--- src/rtl/dfe_iir_pkg.sv ---
package dfe_iir_pkg;
  typedef logic [2:0] shift_code_t;

  // decay code 0 behaves as a shift of one
  function automatic shift_code_t eff_shift(input shift_code_t code);
    return (code == 3'd0) ? 3'd1 : code;
  endfunction
endpackage

--- src/rtl/dfe_iir_tail.sv ---
module dfe_iir_tail
  import dfe_iir_pkg::*;
#(
  parameter int WW = 8,
  parameter int SW = 8
) (
  input  logic                 clk,
  input  logic                 rst_n,
  input  logic                 step,
  input  logic                 prev_bit,
  input  logic [WW-1:0]        amp,
  input  shift_code_t          shift,
  output logic signed [SW-1:0] state
);
  localparam int XW = ((WW > SW) ? WW : SW) + 3;
  localparam logic signed [XW-1:0] SMAX = XW'((2 ** (SW - 1)) - 1);
  localparam logic signed [XW-1:0] SMIN = -SMAX - XW'(1);

  logic signed [XW-1:0] s_ext, t_pos, t_ext, nxt;
  shift_code_t          k;

  always_comb begin
    k     = eff_shift(shift);
    s_ext = {{(XW - SW){state[SW-1]}}, state};
    t_pos = {{(XW - WW){1'b0}}, amp};
    t_ext = prev_bit ? t_pos : -t_pos;
    nxt   = s_ext - (s_ext >>> k) + (t_ext >>> k);
  end

  always_ff @(posedge clk) begin
    if (!rst_n)          state <= '0;
    else if (step) begin
      if (nxt > SMAX)      state <= SMAX[SW-1:0];
      else if (nxt < SMIN) state <= SMIN[SW-1:0];
      else                 state <= nxt[SW-1:0];
    end
  end

  a_r9_state_hold: assert property (@(posedge clk) disable iff (!rst_n)
    !step |=> $stable(state));
  a_r4_zero_amp_stays: assert property (@(posedge clk) disable iff (!rst_n)
    (step && amp == '0 && state == '0) |=> state == '0);
endmodule

--- src/rtl/dfe_sum_slice.sv ---
module dfe_sum_slice #(
  parameter int DW = 10,
  parameter int WW = 8,
  parameter int SW = 8,
  parameter int ZW = 12
) (
  input  logic signed [DW-1:0] sample,
  input  logic signed [WW-1:0] w1,
  input  logic signed [SW-1:0] tail,
  input  logic                 prev_bit,
  output logic signed [ZW-1:0] z,
  output logic                 dec
);
  logic signed [ZW-1:0] y_ext, w_ext, s_ext, h1;

  always_comb begin
    y_ext = {{(ZW - DW){sample[DW-1]}}, sample};
    w_ext = {{(ZW - WW){w1[WW-1]}}, w1};
    s_ext = {{(ZW - SW){tail[SW-1]}}, tail};
    h1    = prev_bit ? w_ext : -w_ext;
    z     = y_ext - h1 - s_ext;
    dec   = ~z[ZW-1];
  end
endmodule

--- src/rtl/dfe_iir_eq.sv ---
module dfe_iir_eq
  import dfe_iir_pkg::*;
#(
  parameter int DW = 10,
  parameter int WW = 8,
  parameter int SW = 8,
  localparam int MW = (DW > WW) ? ((DW > SW) ? DW : SW) : ((WW > SW) ? WW : SW),
  localparam int ZW = MW + 2
) (
  input  logic                 clk,
  input  logic                 rst_n,
  input  logic                 in_valid,
  output logic                 in_ready,
  input  logic signed [DW-1:0] in_sample,
  input  logic signed [WW-1:0] cfg_w1,
  input  logic [WW-1:0]        cfg_amp,
  input  logic [2:0]           cfg_shift,
  output logic                 out_valid,
  input  logic                 out_ready,
  output logic signed [ZW-1:0] out_eq,
  output logic                 out_bit
);
  logic                 accept;
  logic                 hist_bit;
  logic signed [SW-1:0] tail_s;
  logic signed [ZW-1:0] z_c;
  logic                 dec_c;

  assign in_ready = !out_valid || out_ready;
  assign accept   = in_valid && in_ready;

  dfe_sum_slice #(.DW(DW), .WW(WW), .SW(SW), .ZW(ZW)) u_slice (
    .sample(in_sample), .w1(cfg_w1), .tail(tail_s), .prev_bit(hist_bit),
    .z(z_c), .dec(dec_c)
  );

  dfe_iir_tail #(.WW(WW), .SW(SW)) u_tail (
    .clk(clk), .rst_n(rst_n), .step(accept), .prev_bit(hist_bit),
    .amp(cfg_amp), .shift(cfg_shift), .state(tail_s)
  );

  always_ff @(posedge clk) begin
    if (!rst_n) hist_bit <= 1'b1;
    else if (accept) hist_bit <= dec_c;
  end

  always_ff @(posedge clk) begin
    if (!rst_n) begin
      out_valid <= 1'b0;
      out_eq    <= '0;
      out_bit   <= 1'b0;
    end else if (accept) begin
      out_valid <= 1'b1;
      out_eq    <= z_c;
      out_bit   <= dec_c;
    end else if (out_ready) begin
      out_valid <= 1'b0;
    end
  end

  a_r7_result_follows: assert property (@(posedge clk) disable iff (!rst_n)
    accept |=> out_valid);
  a_r8_stall_hold: assert property (@(posedge clk) disable iff (!rst_n)
    (out_valid && !out_ready) |=> (out_valid && $stable(out_eq) && $stable(out_bit)));
  a_r3_bit_is_sign: assert property (@(posedge clk) disable iff (!rst_n)
    out_valid |-> (out_bit == (out_eq >= 0)));
  a_r9_history_hold: assert property (@(posedge clk) disable iff (!rst_n)
    !accept |=> $stable(hist_bit));
endmodule

--- config.mk ---
export PLATFORM = sky130hd
export DESIGN_NAME = dfe_iir_eq
export DESIGN_NICKNAME = d
export VERILOG_FILES = /design/src/rtl/dfe_iir_pkg.sv /design/src/rtl/dfe_iir_tail.sv /design/src/rtl/dfe_sum_slice.sv /design/src/rtl/dfe_iir_eq.sv
export SDC_FILE = /design/constraint.sdc
export NUM_CORES = 1
export LEC_CHECK = 0
export CAP_MARGIN = 20
export CORE_UTILIZATION = 45
export DETAILED_ROUTE_END_ITERATION = 8
export GPL_TIMING_DRIVEN = 0
export PLACE_DENSITY_LB_ADDON = 0.05
export SLEW_MARGIN = 20
export SYNTH_ARGS = -nofsm -noshare
export SYNTH_HDL_FRONTEND = slang
export SYNTH_SLANG_ARGS = --single-unit
--- constraint.sdc ---
create_clock -name clk -period 8.9 [get_ports clk]
set_input_delay 2.67 -clock clk [delete_from_list [all_inputs] [get_ports clk]]
set_output_delay 2.67 -clock clk [all_outputs]
set_load 0.05 [all_outputs]
==> out/summary.txt, run 1 <==
outcome -> completed
drt drc -> 0
Hold Violations, Final -> 0
cell count after synthesis -> 461
area of the multi-input gates -> 2760 µm²
Clk Latency, worst-skew pair -> 0.27 ns
H-tree depth -> 1
Critical Path AT -> 7.89 ns
hold_sp -> out_eq[2]
P&R area growth vs syn -> 16.7%
Core Area -> 7450 µm²
crit end category -> register
grt ovf -> 0
Post-Route WL -> 8830 µm
initial core utilization -> 47.6%
# fillers -> 763
height of the chip -> 90.7 µm
Clock transition at path regs -> 0.09 ns
ratio of final minimum period to clock period -> 86.8%
relative slew slack -> 58.8%
Total GRT Usage -> 21.7%
die area -> 8230 µm²
Pre-Repair DR Iteration Count -> 4
hold_buf cts -> 0
Distinct cells, synth -> 66
register area share after synthesis -> 13.0%
Post-Syn Area -> 3540 µm²
skew final -> 0.00234 ns
Starting DRT DRC Count -> 148
# diodes -> 0
post-route setup TNS -> 0 ns
r2r startpoint -> hist_bit
CP required -> 9.07 ns
Hold Crit Depth -> 2
Routed Antenna Nets -> 0
vias in the first global route -> 3,113
worst reg-to-reg setup slack -> 4.05 ns
EDFF count, synth -> 0
Setup Fix Bufs, Post-CTS -> 0
type of the tightest min-delay check -> register to register
Final HPWL DP -> 7160 µm
I/O pin count -> 48
setup ws final -> 1.18 ns
Top FF cell, synth -> dfxtp_1
cell with the most instances after synthesis -> inv_1
asr flop ratio synth -> 0%
synth top area cells -> dfxtp_1 (13%), ha_1 (11%), fa_1 (10%), inv_1 (6.1%), a21oi_1 (4.9%)
vias per cell -> 5.54
synth cell count leaders -> inv_1 (58), nor2_1 (40), nand2_1 (36)
WL/cell -> 14.6 µm
Clk Tree Root Cell -> clkbuf_8
Worst Tran Pin Value -> 0.608 ns
Critical R2R Capture -> u_tail.state[4]
CTS sink cnt -> 23
Post-Syn Nets -> 544
Max-cap violations -> 0
RSZ-0062 raised after global routing -> no
Layout Nets -> 591
Synth top area share -> 13.0%
Hold Path Sink -> out_eq[2]
Max Fclk -> 0.129 GHz
number of antenna violations at the first check in global routing -> 0
Rows -> 31
Setup WS pre-CTS -> 0.887 ns
critical path fanouts, max -> 10
Worst R2R Path Depth -> 15
cell type with the highest aggregate area in the netlist -> dfxtp_1
# resized after CTS -> 0
first-pass GRT wire length -> 14,800 µm
register area -> 460 µm²
Die W -> 90.7 µm
GPL Wtd Cong -> 0.878
TritonCTS buffer count -> 3
Vias -> 3,359
yosys warns -> 0
startpoint types -> input port
fin. max-slew vios -> 0
layout cells sized above 1 -> 6.31%
final setup fails -> 0
largest net degree at the start of global routing -> 14
Crit Path Class -> input port to register
Max clock buf depth -> 2
Avg Cell Area, Syn -> 7.69 µm²
CTS tree -> done
#FFs+latches synth -> 23
port bufs -> 42
minimum clock period after layout -> 7.72 ns
==> layout make-up <==
type,instances,share of cell area (%)
plain buffers,24,2.60
multi-input cells,356,66.7
repair buffers,42,10.2
well taps,99,3.00
clock inverters,1,0.121
clock buffers,3,0.999
flip-flops and latches,23,11.1
inverters,58,5.27
==> layer usage <==
layer  vias up  global-route usage, %  wire length, µm
met5         -                      0                0
met4         0                   3.36               85
met3        11                   2.69              327
met2        78                   34.5             3940
met1      1567                   31.6             4480
li1       1703                      -                -
==> worst max-delay path, stage by stage <==
cell             delay [ns]
clkdlybuf4s50_1        0.48
clkbuf_1               0.43
o21bai_1               0.26
clkbuf_1               0.27
a221oi_1               0.33
o31ai_1                0.15
mux2_2                 0.29
mux2_2                 0.27
fa_1                   0.48
inv_1                  0.04
ha_1                   0.35
a21oi_1                0.23
o221ai_1               0.20
a31oi_1                0.24
xnor2_1                0.12
o311ai_1               0.57
nand2_1                0.22
o221a_2                0.29
==> logic make-up (layout without fill, tap and decap cells) <==
kind of cell / Yosys count / after routing / share of synthesized area [%]
flops: 23 / 23 / 13.0
simple gates: 124 / 124 / 16.7
fa+ha+maj: 50 / 50 / 21.5
buf+inv: 82 / 128 / 9.18
xor+xnor: 27 / 27 / 6.89
compound gates: 138 / 138 / 26.8
mux: 17 / 17 / 5.93
==> layout by cell type (no fill, tap or decap), drive strengths merged, types with 13 or more instances in the layout <==
cell type      count
nor2              40
a21oi             36
inv               58
clkbuf            19
xor2              13
dfxtp             23
fa                18
ha                32
xnor2             14
clkdlybuf4s50     42
nand2             36
o21ai             31
==> sequential cells by signal, indices dropped and copies added (netlist names) <==
register	cells
u_tail.state	8
out_valid	1
hist_bit	1
out_bit	1
out_eq	12
==> how the worst max path moves through the flow <==
stage / start / slack, ns / endpoint / depth (start not counted)
after floorplan: cfg_amp[2] / 2.01 / u_tail.state[2] / 18
after global placement: cfg_shift[1] / 0.99 / u_tail.state[4] / 19
after detailed placement: cfg_shift[1] / 0.89 / u_tail.state[4] / 18
after CTS: cfg_shift[1] / 1.19 / u_tail.state[2] / 18
after global routing: cfg_shift[1] / 0.71 / u_tail.state[2] / 19
final: cfg_shift[1] / 1.18 / u_tail.state[4] / 18
==> per-stage QoR <==
stage	util, %	std cells	area (µm²)	hold slack (ns)
after CTS	55.5	606	4130	0.455
after global placement	54.9	602	4090	0.440
after floorplan	-	461	3540	0.469
after detailed placement	54.9	602	4090	0.444
after global routing	55.5	606	4130	0.486
final	55.5	606	4130	0.454
Power of run 1 is left out: the tool's default activity adds up to more than one toggle a clock period on the data nets, which glitch-free logic cannot reach.
==> run 2, diff against run 1 <==
Settings changed: SKIP_LAST_GASP set to 1.
==> results of run 2 <==
Final layout, timing and power as in run 1 (identical DEF).
Power of run 2 is left out for the same reason.
